[src/rtl/twheel_pkg.sv]
package twheel_pkg;

  typedef enum logic [1:0] {
    ST_IDLE,
    ST_SCAN,
    ST_REFILL
  } wheelState_t;

  // strobes from the control FSM into the datapath
  typedef struct packed {
    logic insert;   // accept the presented event
    logic pop;      // deliver head of the current slot
    logic advance;  // step current time by one quantum
    logic refill;   // examine one far-store entry
  } wheelStrobe_t;

endpackage

[src/rtl/twheel_ctrl.sv]
module twheel_ctrl
  import twheel_pkg::*;
#(
  parameter int FAR_DEPTH = 8,
  localparam int FAR_W = $clog2(FAR_DEPTH)
) (
  input  logic               clk,
  input  logic               rstN,
  input  logic               insValid,
  input  logic               popReq,
  input  logic               slotHit,
  input  logic               storeEmpty,
  input  logic               lastSlot,
  output wheelStrobe_t       strobe,
  output logic [FAR_W-1:0]   refillIdx,
  output logic               busy
);

  wheelState_t state, nextState;
  logic [FAR_W-1:0] refCnt;

  always_ff @(posedge clk or negedge rstN) begin
    if (!rstN) begin
      state  <= ST_IDLE;
      refCnt <= '0;
    end else begin
      state  <= nextState;
      refCnt <= (state == ST_REFILL) ? refCnt + 1'b1 : '0;
    end
  end

  always_comb begin
    strobe    = '0;
    nextState = state;
    unique case (state)
      ST_IDLE: begin
        strobe.insert = insValid;
        if (popReq && !storeEmpty) nextState = ST_SCAN;
      end
      ST_SCAN: begin
        if (slotHit) begin
          strobe.pop = 1'b1;
          nextState  = ST_IDLE;
        end else if (storeEmpty) begin
          nextState = ST_IDLE;
        end else begin
          strobe.advance = 1'b1;
          if (lastSlot) nextState = ST_REFILL;
        end
      end
      ST_REFILL: begin
        strobe.refill = 1'b1;
        if (refCnt == FAR_W'(FAR_DEPTH - 1)) nextState = ST_SCAN;
      end
      default: nextState = ST_IDLE;
    endcase
  end

  assign refillIdx = refCnt;
  assign busy      = (state != ST_IDLE);

endmodule

[src/rtl/twheel_dp.sv]
module twheel_dp
  import twheel_pkg::*;
#(
  parameter int NUM_SLOTS  = 16,   // power of two, one time unit each
  parameter int SLOT_DEPTH = 4,    // power of two
  parameter int FAR_DEPTH  = 8,
  parameter int TIME_W     = 16,
  parameter int ID_W       = 8,
  localparam int IDX_W = $clog2(NUM_SLOTS),
  localparam int DEP_W = $clog2(SLOT_DEPTH),
  localparam int CNT_W = $clog2(SLOT_DEPTH + 1),
  localparam int FAR_W = $clog2(FAR_DEPTH)
) (
  input  logic              clk,
  input  logic              rstN,
  input  wheelStrobe_t      strobe,
  input  logic [FAR_W-1:0]  refillIdx,
  input  logic [ID_W-1:0]   insId,
  input  logic [TIME_W-1:0] insTime,
  output logic              slotHit,
  output logic              storeEmpty,
  output logic              lastSlot,
  output logic [TIME_W-1:0] nowTime,
  output logic              popValid,
  output logic [ID_W-1:0]   popId,
  output logic [TIME_W-1:0] popTime,
  output logic              overflow
);

  localparam logic [TIME_W-1:0] SPAN = TIME_W'(NUM_SLOTS);

  logic [TIME_W-1:0] curTime;
  logic [IDX_W-1:0]  curIdx;
  assign curIdx = curTime[IDX_W-1:0];

  // far store
  logic [FAR_DEPTH-1:0] farValid;
  logic [TIME_W-1:0]    farTime [FAR_DEPTH];
  logic [ID_W-1:0]      farId   [FAR_DEPTH];

  // per-slot views
  logic [CNT_W-1:0] slotCnt  [NUM_SLOTS];
  logic [ID_W-1:0]  slotHead [NUM_SLOTS];

  // routing of the single slot write port
  logic [TIME_W-1:0] insDist, rfTime, rfDist;
  logic              insNear, rfMove, farWr, haveFree, slotFull, slotPush;
  logic              wrEn;
  logic [IDX_W-1:0]  wrSlot;
  logic [ID_W-1:0]   wrId;
  logic [FAR_W-1:0]  freeIdx;

  assign insDist  = insTime - curTime;
  assign insNear  = insDist < SPAN;
  assign rfTime   = farTime[refillIdx];
  assign rfDist   = rfTime - curTime;
  assign rfMove   = strobe.refill && farValid[refillIdx] && (rfDist < SPAN);
  assign farWr    = strobe.insert && !insNear;
  assign haveFree = !(&farValid);

  always_comb begin
    wrEn   = 1'b0;
    wrSlot = '0;
    wrId   = '0;
    if (strobe.insert && insNear) begin
      wrEn   = 1'b1;
      wrSlot = insTime[IDX_W-1:0];
      wrId   = insId;
    end else if (rfMove) begin
      wrEn   = 1'b1;
      wrSlot = rfTime[IDX_W-1:0];
      wrId   = farId[refillIdx];
    end
  end

  assign slotFull = (slotCnt[wrSlot] == CNT_W'(SLOT_DEPTH));
  assign slotPush = wrEn && !slotFull;

  always_comb begin
    freeIdx = '0;
    for (int i = FAR_DEPTH - 1; i >= 0; i--) begin
      if (!farValid[i]) freeIdx = FAR_W'(i);
    end
  end

  always_ff @(posedge clk or negedge rstN) begin
    if (!rstN) begin
      farValid <= '0;
    end else begin
      if (farWr && haveFree) begin
        farValid[freeIdx] <= 1'b1;
        farTime[freeIdx]  <= insTime;
        farId[freeIdx]    <= insId;
      end
      if (rfMove) farValid[refillIdx] <= 1'b0;
    end
  end

  // slot lists
  generate
    for (genvar g = 0; g < NUM_SLOTS; g++) begin : gSlot
      logic [ID_W-1:0]  mem [SLOT_DEPTH];
      logic [DEP_W-1:0] rdP, wrP;
      logic [CNT_W-1:0] cnt;
      logic             doPush, doPop;

      assign doPush = slotPush && (wrSlot == IDX_W'(g));
      assign doPop  = strobe.pop && (curIdx == IDX_W'(g));

      always_ff @(posedge clk or negedge rstN) begin
        if (!rstN) begin
          rdP <= '0;
          wrP <= '0;
          cnt <= '0;
        end else begin
          if (doPush) begin
            mem[wrP] <= wrId;
            wrP      <= wrP + 1'b1;
          end
          if (doPop) rdP <= rdP + 1'b1;
          case ({doPush, doPop})
            2'b10:   cnt <= cnt + 1'b1;
            2'b01:   cnt <= cnt - 1'b1;
            default: cnt <= cnt;
          endcase
        end
      end

      assign slotCnt[g]  = cnt;
      assign slotHead[g] = mem[rdP];
    end
  endgenerate

  logic wheelAny;
  always_comb begin
    wheelAny = 1'b0;
    for (int i = 0; i < NUM_SLOTS; i++) wheelAny = wheelAny | (slotCnt[i] != '0);
  end

  always_ff @(posedge clk or negedge rstN) begin
    if (!rstN) begin
      curTime  <= '0;
      overflow <= 1'b0;
      popValid <= 1'b0;
      popId    <= '0;
      popTime  <= '0;
    end else begin
      if (strobe.advance) curTime <= curTime + 1'b1;
      if ((wrEn && slotFull) || (farWr && !haveFree)) overflow <= 1'b1;
      popValid <= strobe.pop;
      if (strobe.pop) begin
        popId   <= slotHead[curIdx];
        popTime <= curTime;
      end
    end
  end

  assign slotHit    = (slotCnt[curIdx] != '0);
  assign storeEmpty = !wheelAny && (farValid == '0);
  assign lastSlot   = (curIdx == IDX_W'(NUM_SLOTS - 1));
  assign nowTime    = curTime;

endmodule

[src/rtl/twheel_sched.sv]
module twheel_sched
  import twheel_pkg::*;
#(
  parameter int NUM_SLOTS  = 16,
  parameter int SLOT_DEPTH = 4,
  parameter int FAR_DEPTH  = 8,
  parameter int TIME_W     = 16,
  parameter int ID_W       = 8,
  localparam int FAR_W = $clog2(FAR_DEPTH)
) (
  input  logic              clk,
  input  logic              rstN,
  input  logic              insValid,
  input  logic [ID_W-1:0]   insId,
  input  logic [TIME_W-1:0] insTime,
  input  logic              popReq,
  output logic              popValid,
  output logic [ID_W-1:0]   popId,
  output logic [TIME_W-1:0] popTime,
  output logic [TIME_W-1:0] nowTime,
  output logic              busy,
  output logic              empty,
  output logic              overflow
);

  wheelStrobe_t     strobe;
  logic [FAR_W-1:0] refillIdx;
  logic             slotHit, storeEmpty, lastSlot;

  twheel_ctrl #(.FAR_DEPTH(FAR_DEPTH)) u_ctrl (
    .clk(clk), .rstN(rstN), .insValid(insValid), .popReq(popReq),
    .slotHit(slotHit), .storeEmpty(storeEmpty), .lastSlot(lastSlot),
    .strobe(strobe), .refillIdx(refillIdx), .busy(busy)
  );

  twheel_dp #(
    .NUM_SLOTS(NUM_SLOTS), .SLOT_DEPTH(SLOT_DEPTH), .FAR_DEPTH(FAR_DEPTH),
    .TIME_W(TIME_W), .ID_W(ID_W)
  ) u_dp (
    .clk(clk), .rstN(rstN), .strobe(strobe), .refillIdx(refillIdx),
    .insId(insId), .insTime(insTime), .slotHit(slotHit),
    .storeEmpty(storeEmpty), .lastSlot(lastSlot), .nowTime(nowTime),
    .popValid(popValid), .popId(popId), .popTime(popTime),
    .overflow(overflow)
  );

  assign empty = storeEmpty;

endmodule

[config.mk]
export PLATFORM = sky130hd
export DESIGN_NAME = twheel_sched
export DESIGN_NICKNAME = d
export VERILOG_FILES = /design/src/rtl/twheel_pkg.sv /design/src/rtl/twheel_ctrl.sv /design/src/rtl/twheel_dp.sv /design/src/rtl/twheel_sched.sv
export SDC_FILE = /design/constraint.sdc
export NUM_CORES = 1
export LEC_CHECK = 0
export ABC_AREA = 1
export BUFFER_PORTS_ARGS = -buffer_cell sky130_fd_sc_hd__buf_4
export CAP_MARGIN = 20
export CORE_MARGIN = 2
export CORE_UTILIZATION = 30
export CTS_CLUSTER_DIAMETER = 200
export DETAILED_ROUTE_END_ITERATION = 10
export GPL_TIMING_DRIVEN = 0
export PLACE_DENSITY = 0.47
export REMOVE_ABC_BUFFERS = 1
export SETUP_SLACK_MARGIN = 0.1
export SYNTH_ARGS = -nofsm -noshare
export SYNTH_HDL_FRONTEND = slang
export SYNTH_HIERARCHICAL = 1
export SYNTH_SLANG_ARGS = --single-unit
[constraint.sdc]
create_clock -name clk -period 7 [get_ports clk]
set_input_delay 0.7 -clock clk [delete_from_list [all_inputs] [get_ports clk]]
set_output_delay 0.7 -clock clk [all_outputs]
set_load 0.03 [all_outputs]
== Yosys cells after proc, flatten, opt, wreduce, memory -nomap -nowiden ==
Memory sizes are Yosys's and may differ from the RTL's.
Index checks and enable logic that the tools add are counted.

* Add/sub/neg operators: 68
* Multiply operators: 0
* Divide/modulo/power cells: 0
* $lt $le $gt $ge: 8
* Equal/unequal tests: 69
* Shift-type cells: 0
* Mux-type cells: 94
* Bitwise operators: 20
* Reductions and logical operators: 107

{| class="wikitable"
|+ Operator list
! cell !! count
|-
| one-hot mux 3 bit (2 select lines) || 16
|-
| adder 2 x 1 -> 2 bit (second input constant) || 32
|-
| == test 4 bit (second input constant) || 16
|-
| logical AND 1 bit || 61
|-
| adder 3 x 1 -> 3 bit (second input constant) || 17
|-
| nonzero test 3 bit || 17
|-
| two-way mux 8 bit || 6
|-
| subtractor 3 x 1 -> 3 bit (second input constant) || 16
|-
| two-way mux 1 bit || 44
|-
| two-way mux 3 bit || 13
|-
| == test 2 x 1 -> 1 bit (second input constant) || 17
|-
| == test 2 bit (second input constant) || 17
|-
| nonzero test 2 bit || 17
|-
| binary-select mux 8 bit (select 4 bit) || 1
|-
| == test 4 x 3 -> 1 bit (second input constant) || 8
|-
| < comparator 16 x 5 -> 1 bit (second input constant) || 2
|-
| subtractor 16 bit || 2
|-
| binary-select mux 3 bit (select 4 bit) || 2
|-
| adder 16 x 1 -> 16 bit (second input constant) || 1
|-
| == test 4 x 2 -> 1 bit (second input constant) || 4
|-
| OR 1 bit || 15
|-
| two-way mux 2 bit || 6
|-
| greater-or-equal comparator 5 bit (second input constant) || 2
|-
| inverter 4 -> 5 bit || 2
|-
| 21 further kinds || 32
|}

* Register bits after elaboration: 167
* Latch bits: 0
* Bits in writable memories: 704
* Memory bits (read-only): 0
* Input bits: 28
* Output and inout bits: 44
* Word-level logic and storage cells: 440
* Memories kept: 18

{| class="wikitable"
|+ Memories
! memory !! depth !! bits a word !! rd ports !! clocked after Yosys merged registers in !! write ports !! line !! text
|-
| u_dp.farTime || 8 || 16 || 1 || 0 || 1 || twheel_dp.sv:38 || <nowiki>logic [TIME_W-1:0] farTime [FAR_DEPTH];</nowiki>
|-
| u_dp.farId || 8 || 8 || 1 || 0 || 1 || twheel_dp.sv:39 || <nowiki>logic [ID_W-1:0] farId [FAR_DEPTH];</nowiki>
|-
| u_dp.gSlot[0].mem || 4 || 8 || 1 || 0 || 1 || twheel_dp.sv:102 || <nowiki>logic [ID_W-1:0] mem [SLOT_DEPTH];</nowiki>
|-
| u_dp.gSlot[10].mem || 4 || 8 || 1 || 0 || 1 || twheel_dp.sv:102 ||
|-
| u_dp.gSlot[11].mem || 4 || 8 || 1 || 0 || 1 || twheel_dp.sv:102 ||
|-
| u_dp.gSlot[12].mem || 4 || 8 || 1 || 0 || 1 || twheel_dp.sv:102 ||
|-
| 12 more memories || - || - || - || - || - || - ||
|}

== Longest topological paths before layout ==
Gate-level depths: netlist of run 1.

* Word-level depth: 24
* Depth in mapped cells: 38
* Gate-level depth less buffers: 37

== By module ==
Netlist of run 1, hierarchy kept.

{| class="wikitable"
|+ By module, submodules not included
! module !! instances !! cells each !! area each (um^2) !! sequential area each (um^2)
|-
| twheel_dp || 1 || 3508 || 39160.1 || 25194.2
|-
| twheel_ctrl || 1 || 39 || 289.0 || 125.1
|}

== Worst setup path before layout of run 1 ==
Ideal clock, no wire load.

* Path type: register -> register
* Start: reg u_ctrl.refCnt[2], in the netlist u_ctrl/refillIdx[2]
* End: mem u_dp.gSlot[0].mem[0][0], data pin
* Library setup time: 0.720 ns
* Data arrival time: 5.835 ns
* Required time: 6.280 ns
* Setup slack: 0.445 ns
* Cell stages (with the launch flop): 21
* Clock period less this slack: 6.555 ns
* Cells stage by stage: dfrtp_1 nand2_1 inv_2 nand2_1 clkbuf_1 inv_1 clkbuf_1 a221oi_1 nand4_1 ha_1 nand2_1 nor4_1 nand2_1 nand2_1 nand2_1 nand3_1 nand2_1 nor2_1 nand4_2 buf_6 o31ai_1

* Cells in the longest elaborated chain, start to end: 6

{| class="wikitable"
|+ Ends and longest elaborated chain
! what !! line !! text
|-
| start: declaration || twheel_ctrl.sv:20 || <nowiki>logic [FAR_W-1:0] refCnt;</nowiki>
|-
| start signal: assignment || twheel_ctrl.sv:28 || <nowiki>refCnt <= (state == ST_REFILL) ? refCnt + 1'b1 : '0;</nowiki>
|-
| memory (8 x 16 bit) / binary-select mux 1 bit (select 3 bit) (equally long branches) || - ||
|-
| subtractor 16 bit / two-way mux 1 bit (equally long branches) || twheel_dp.sv:56, twheel_dp.sv:57 ||
|-
| < comparator 16 x 5 -> 1 bit / logical AND 1 bit (equally long branches) || twheel_dp.sv:57 || <nowiki>assign rfMove = strobe.refill && farValid[refillIdx] && (rfDist < SPAN);</nowiki>
|-
| logical AND 1 bit || twheel_dp.sv:57 ||
|-
| two-way mux 8 bit * || twheel_dp.sv:69 || <nowiki>end else if (rfMove) begin</nowiki>
|-
| two-way mux 8 bit * || twheel_dp.sv:65 || <nowiki>if (strobe.insert && insNear) begin</nowiki>
|-
| net u_dp.wrId[0] || twheel_dp.sv:50 || <nowiki>logic [ID_W-1:0] wrId;</nowiki>
|-
| end: declaration || twheel_dp.sv:102 ||
|}

Mark *: on every way through the listed nets, which the timed path passes. The rest lies on a longest branch. The select of a mux whose other input is x is not followed.

== Worst setup path after layout of run 1 ==
* Start: reg u_ctrl.refCnt[0], in the netlist u_ctrl/refillIdx[0]
* End: mem u_dp.gSlot[10].mem[1][5], enable pin

* Cells in the longest elaborated chain, start to end: 17

{| class="wikitable"
|+ Ends and longest elaborated chain
! what !! line !! text
|-
| memory (8 x 16 bit) / binary-select mux 1 bit (select 3 bit) (equally long branches) || - ||
|-
| subtractor 16 bit / two-way mux 1 bit (equally long branches) || twheel_dp.sv:56, twheel_dp.sv:57 ||
|-
| < comparator 16 x 5 -> 1 bit / logical AND 1 bit (equally long branches) || twheel_dp.sv:57 ||
|-
| logical AND 1 bit || twheel_dp.sv:57 ||
|-
| two-way mux 4 bit || twheel_dp.sv:69 ||
|-
| two-way mux 4 bit || twheel_dp.sv:65 ||
|-
| inverter 4 -> 5 bit (not written as such) || twheel_dp.sv:76 || <nowiki>assign slotFull = (slotCnt[wrSlot] == CNT_W'(SLOT_DEPTH));</nowiki>
|-
| binary-select mux 3 bit (select 4 bit) || twheel_dp.sv:76 ||
|-
| two-way mux 3 bit (not written as such) (2 in a row) || twheel_dp.sv:76 ||
|-
| == test 3 bit || twheel_dp.sv:76 ||
|-
| zero test 1 bit || twheel_dp.sv:77 || <nowiki>assign slotPush = wrEn && !slotFull;</nowiki>
|-
| logical AND 1 bit || twheel_dp.sv:77 ||
|-
| logical AND 1 bit * || twheel_dp.sv:107 || <nowiki>assign doPush = slotPush && (wrSlot == IDX_W'(g));</nowiki>
|-
| two-way mux 1 bit * || twheel_dp.sv:116 || <nowiki>if (doPush) begin</nowiki>
|-
| logical AND 1 bit (not written as such) * || twheel_dp.sv:117 || <nowiki>mem[wrP] <= wrId;</nowiki>
|-
| two-way mux 1 bit (not written as such) * || twheel_dp.sv:117 ||
|-
| end: declaration || twheel_dp.sv:102 ||
|}

Every way passes the cells marked *; elsewhere a longest branch is shown, timed or not. The select of a mux whose other input is x is not followed.

==> run metrics, run 1 <==
Pre-antenna DRT Iters 7; largest net degree at the start of global routing 87; clk_lat worst skew 0.68 ns; Yosys top cell area share 0.536; Netlist cell types 55; Num CTS Buffers 97; Total GRT Usage 0.163; non-filler instance count after layout 5507; Max FO, Critical Path 17; Layout Area Growth over Synthesis 17.7%; total wire length 112 mm; first-pass GRT wire length 168 mm; HPWL after DPL 74.2 mm; Post-DP Area 42700 um2; die area 134000 um2; Yosys Warn Count 6; placer congestion estimate 0.830; async set or reset register ratio after synthesis 0.192; Yosys reg bits 871; status finished, final reports clean; Core Util, Final 0.354; Worst EP required 7.28 ns; initial core utilization 0.301; MaxCap Viol Count 0; root buf cell clkbuf_16; Fmax 0.154 GHz; Max rail drop VDD 0.195 mV; Worst setup SP type flip-flop; WHS 0.264 ns; Pleak 15.8 nW; core area 131000 um2; average cell area after synthesis 11.1 um2; Synth Instances 3547; row cnt 133; gr ovfl total 0; dpl cells 5298; Worst Tran Pin Value 1.08 ns; vias per cell 4.85; CP Data Arrival Time 6.79 ns; PwrDens 318 nW/um2; IO Pins 72; RSZ-0062 raised after global routing false; top cells by count, synth 704 x edfxtp_1, 557 x nor2_1, 407 x nand2_1; minimum clock period after layout 6.51 ns; period utilisation layout 0.930; min-delay src insId[3]; vias in the first global route 26.2k; CTS tree yes; Setup crit start u_ctrl/refillIdx[0]; Main synth FF type edfxtp_1; Slew HR 0.280; ANT nets after route 0; CP Capture Type flip-flop; port bufs 71; Die Height 367 um; Avg WL per Cell 20.2 um; Worst-path clk slew 0.06 ns; fin. max-slew vios 0; Die X 367 um; H-tree lvl count 3; Layout Skew 0.0319 ns; Post-synth EDFFs 704; initial drt markers 1892; share of cells above drive strength 1 0.114; CP max stage cell nor2_1; cell mode on critical path nand2_1; area leader, netlist edfxtp_1; cell area after synthesis 39400 um2; Post-layout nets 3824; Residual DRC 0; Area contributors post-synth edfxtp_1 54%, dfrtp_1 11%, nor2_1 5.3%; critical path type reg2reg; sequential fraction of the synthesis area 0.642; deepest clock path buffer count 3; Sink Count 871; initial antenna violation count 3; DR vias 26.7k; RR Startpoint u_ctrl/refillIdx[0]; final hold vios 0; Slowest Stage Delay on Critical Path 0.71 ns; Hold Path Class in2reg; setup violators final 0; final instance area 46400 um2; total negative slack 0 ns; top-count cell post-synth edfxtp_1
[per-layer routing]
metal / up-vias / global-route usage / wire [um] / share of wire
li1: 12800 / - / - / -
met4: 6 / 0.0405 / 2430 / 0.022
met2: 496 / 0.262 / 51700 / 0.46
met5: - / 0 / 45 / 0.00040
met3: 145 / 0.0247 / 4260 / 0.038
met1: 13200 / 0.231 / 53000 / 0.48
[kinds of logic (layout without fill, tap and decap cells)]
| kind of cell | count (synthesis) | after routing | synth area share |
|---|---|---|---|
| buf+inv | 464 | 665 | 0.0467 |
| xor+xnor | 81 | 81 | 0.0180 |
| flops | 871 | 871 | 0.642 |
| fa+ha+maj | 130 | 130 | 0.0443 |
| compound gates | 727 | 728 | 0.106 |
| other cells | 0 | 1 | 0 |
| simple gates | 1274 | 1276 | 0.143 |
[where the power goes]
group | total, W | switching (W) | internal, W
combinational | 0.00341 | 0.00240 | 0.00101
clock | 0.00508 | 0.00210 | 0.00298
sequential | 0.00626 | 0.000475 | 0.00579
[worst paths after layout]
| path | to | slack [ns] | cells after the start |
|---|---|---|---|
| min in group asynchronous | u_dp/popValid | 0.55 | 2 |
| max in group asynchronous | u_dp/gSlot[8].rdP[1] | 5.30 | 4 |
| hold reg to reg | u_dp/gSlot[1].cnt[0] | 0.47 | 1 |
| hold / removal | u_dp/farId[3][3] | 0.26 | 1 |
| setup reg to reg | u_dp/gSlot[10].mem[1][5] | 0.49 | 29 |
| setup / recovery | u_dp/gSlot[10].mem[1][5] | 0.49 | 29 |
[repair_timing]
item | 4_1_cts | 5_1_grt
endpoints found under the hold margin | 45 | 0
hold buffers | 1 | 0
pin swaps | 4 | 6
gates resized for setup | 29 | 64
gates cloned | 2 | 1
endpoints found under the setup margin | 593 | 559
buffers inserted | 13 | 7
[through the flow]
stage                     total power (W)  setup slack (ns)
final                              0.0147             0.493
after global routing               0.0155            0.0953
after CTS                          0.0148            0.0635
after detailed placement          0.00969             -1.95
after global placement            0.00956             -8.70
after floorplan                   0.00816             0.183
[registers in the layout (all words and copies together), names as in the netlist, 3 cells and up]
name	flops
u_dp/gSlot.mem	512
u_dp/farTime	128
u_dp/farId	64
u_dp/gSlot.cnt	48
u_dp/gSlot.rdP	32
u_dp/gSlot.wrP	32
u_dp/nowTime	16
u_dp/popTime	16
u_dp/farValid	8
u_dp/popId	8
u_ctrl/refillIdx	3
[placed cells by master, fill, tap and decap left out, drive strengths merged, types with 64 or more instances in the layout]
| cell | synthesis | layout |
|---|---|---|
| nor2 | 568 | 569 |
| dfrtp | 167 | 167 |
| a21oi | 74 | 74 |
| xor2 | 64 | 64 |
| inv | 340 | 345 |
| nand4 | 87 | 87 |
| nand2 | 417 | 417 |
| clkbuf | 94 | 138 |
| buf | 28 | 138 |
| o22ai | 166 | 166 |
| nand3 | 144 | 145 |
| o21ai | 380 | 380 |
| edfxtp | 704 | 704 |
| ha | 114 | 114 |
[critical path, delay by kind of cell, from the launching register on]
family	cells	cell delay (ns)
DFF	1	0.59
and+or+nand+nor	19	3.35
AOI/OAI and AO/OA	5	0.99
buffers and inverters	4	0.85
adders and majority gates	1	0.30
[final cells by class]
type                       count  area (um2)
multi-input combinational   2215       12800
tap                         1755        2200
fill                       13000       84500
clock inverter                46         494
timing repair buffer         139        1630
inverter                     342        1310
sequential                   871       25300
clock buffer                 138        2650
antenna                        1        2.50
No activity file was read; power rests on OpenSTA's default activity.
==> run 2: changes to the inputs <==
RECOVER_POWER = 50   (was not set)
==> run 2 against run 1 <==
  * The flow now finishes with violations (max-capacitance violations, max-slew violations)
  * Global-route usage did not move
  * Largest power group unchanged
  * Largest cell class unchanged
  * Via count rose by 0.21%
  * Clock power barely moved
  * Core utilization fell by 0.51 points
  * Non-clock buffer count did not move
  * Sequential power barely moved
  * Die area did not move
  * Register-to-register slack barely moved
  * Worst setup slack improved by 0.012 ns
  * Combinational power fell by 3%
==> run metrics, run 2 (same netlist as run 1, synthesis figures left out) <==
status finished with violations; failing checks max-capacitance violations, max-slew violations; CTS tree yes; Sink Count 871 (unchanged); initial drt markers 1935 (+2.3%); minimum clock period after layout 6.49 ns (-0.0123 ns); fin. max-slew vios 191 (+191); Die Height 367 um (unchanged); final hold vios 0 (unchanged); Clk pwr share 0.346 (+0.002); commonest non-fill, non-tap cell in the layout edfxtp_1; Combinational Power Share 0.226 (-0.005); CP max stage cell nor2_1; H-tree lvl count 3 (unchanged); share of cells above drive strength 1 0.0872 (-0.0269); Die X 367 um (unchanged); IO Pins 72 (unchanged); period utilisation layout 0.928 (-0.00176); row cnt 133 (unchanged); cell mode on critical path nor2_1; HPWL after DPL 74.2 mm (unchanged); Worst setup SP type flip-flop; Worst EP required 7.28 ns (about the same); critical path type reg2reg; die area 134000 um2 (unchanged); Post-layout nets 3824 (unchanged); Max FO, Critical Path 17 (unchanged); deepest clock path buffer count 3 (unchanged); vias per cell 4.86 (+0.21%); Worst R2R Path Depth 27 (-6.9%); Total GRT Usage 0.163 (unchanged); Biggest register u_dp/gSlot.mem; DR vias 26.7k (+0.21%); Hold Path Class in2reg; core area 131000 um2 (unchanged); WHS 0.395 ns (+0.130 ns); Avg WL per Cell 20.2 um (about the same); WP depth 27 (-6.9%); initial antenna violation count 4 (+1); gr ovfl total 0 (unchanged); clk_lat worst skew 0.68 ns (about the same); Net Switching 0.00495 W (-0.45%); max reg flops 512 (unchanged); Reg power frac 0.427 (+0.002); hold worst-path end u_dp/farId[3][3]; most frequent cells in the layout 704 x edfxtp_1, 519 x nor2_1, 403 x nand2_1, 370 x o21ai_0, 322 x inv_1; Residual DRC 0 (unchanged); CP Data Arrival Time 6.78 ns (about the same); R2R Setup Slk 0.51 ns (about the same); Layout Area Growth over Synthesis 16.0%; Max rail drop VDD 0.189 mV (-3.1%); CP bufs+invs 5 (+1); RR Startpoint u_ctrl/refillIdx[0]; placer congestion estimate 0.830 (unchanged); total negative slack 0 ns (unchanged); root buf cell clkbuf_16; Core Util, Final 0.349 (-0.00514); CP Capture Type flip-flop; MaxCap Viol Count 9 (+9); Worst-path clk slew 0.06 ns (about the same); Num CTS Buffers 97 (unchanged); largest registers u_dp/gSlot.mem x512, u_dp/farTime x128, u_dp/farId x64; min-delay src insId[3]; PwrDens 320 nW/um2 (+0.75%); Worst Tran Pin Value 3.01 ns (+1.93 ns); setup violators final 0 (unchanged); port bufs 71 (unchanged); largest net degree at the start of global routing 87 (unchanged); Slowest Stage Delay on Critical Path 0.70 ns (about the same); ANT nets after route 0 (unchanged); Crit path max-delay family simple AND/OR/NAND/NOR gates; RSZ-0062 raised after global routing false; Layout Skew 0.0296 ns (-0.00226 ns); total wire length 111 mm (about the same); vias in the first global route 26.2k (unchanged); r2r endpoint u_dp/gSlot[10].mem[1][5]; initial core utilization 0.301 (unchanged); Slew HR -1.00 (-1.28); Pre-antenna DRT Iters 7 (unchanged); Pleak 15.4 nW (-2.6%); Overall Power 0.0146 W (-0.71%); WHS Path Cells 1 (unchanged); P_int 0.00970 W (-0.85%); Fmax 0.154 GHz (+0.19%); Sw Ratio 0.338 (+0.000885); first-pass GRT wire length 168 mm (unchanged)
run 2: changes by cell type in the layout (fill, tap and decap cells not counted), moves of 2 or more:
cell      delta
clkbuf_1    +85
buf_4       -68
buf_8        -8
nor2_4       -8
o31ai_1      +7
o31ai_4      -7
nor2_1       +6
buf_16       -5
buf_12       -2
buf_6        -2
nor2_2       +2
run 2: how the worst max path moves through the flow:
stage | slack (ns) | to | start
finish | 0.51 | u_dp/gSlot[10].mem[1][5] | u_ctrl/refillIdx[0]
global route | 0.07 | u_dp/gSlot[9].cnt[2] | u_ctrl/refillIdx[0]
CTS | 0.06 | u_dp/gSlot[12].mem[3][1] | u_ctrl/refillIdx[0]
detailed placement | -1.95 | u_dp/gSlot[9].cnt[2] | u_ctrl/refillIdx[0]
global placement | -8.70 | u_dp/gSlot[0].mem[1][2] | u_dp/nowTime[1]
floorplan | 0.18 | u_dp/gSlot[7].cnt[2] | u_dp/nowTime[0]
run 2: worst reg2reg max path: cells and delay by family (launching register included):
kind / cells / cell delay [ns]
flip-flops: 1 / 0.59
AO/OA/AOI/OAI: 3 / 0.75
buffers and inverters: 5 / 0.90
adder cells (fa/ha/maj): 1 / 0.45
AND/OR/NAND/NOR: 18 / 3.41
run 2: final cells by class:
class                      instances  area [um2]
antenna                            1        2.50
multi-input combinational       2215       12600
timing repair buffer             139        1120
clock inverter                    46         494
fill                           13200       85200
sequential                       871       25300
inverter                         342        1310
tap                             1755        2200
clock buffer                     138        2650
run 2: power by group through the flow:
stage | sequential (W) | combinational [W] | clock, W
floorplan | 0.00637 | 0.00179 | 0
global placement | 0.00645 | 0.00312 | 0
detailed placement | 0.00636 | 0.00333 | 0
CTS | 0.00626 | 0.00338 | 0.00520
global route | 0.00631 | 0.00367 | 0.00539
finish | 0.00626 | 0.00332 | 0.00507
run 2: per-layer routing:
| layer | vias to the layer above | global-route usage | share of wire |
|---|---|---|---|
| li1 | 12800 | - | - |
| met1 | 13300 | 0.231 | 0.47 |
| met2 | 529 | 0.262 | 0.46 |
| met3 | 152 | 0.0247 | 0.039 |
| met4 | 6 | 0.0405 | 0.023 |
| met5 | - | 0 | 0.00040 |
run 2: metrics by stage:
| stage | cell area [um2] | setup slack, ns | std cells |
|---|---|---|---|
| 2_1_floorplan | 38900 | 0.183 | 3425 |
| 3_3_place_gp | 41600 | -8.70 | 5251 |
| 3_5_place_dp | 42700 | -1.95 | 5298 |
| 4_1_cts | 46100 | 0.0635 | 5498 |
| 5_1_grt | 45700 | 0.0668 | 5506 |
| 6_report | 45700 | 0.505 | 5507 |
run 2: timing repair:
item	in CTS	in global routing
gates cloned	2	1
endpoints found under the setup margin	593	559
endpoints found under the hold margin	45	0
pin swaps	4	6
hold buffers	1	0
gates resized for setup	29	64
setup buffers	13	7
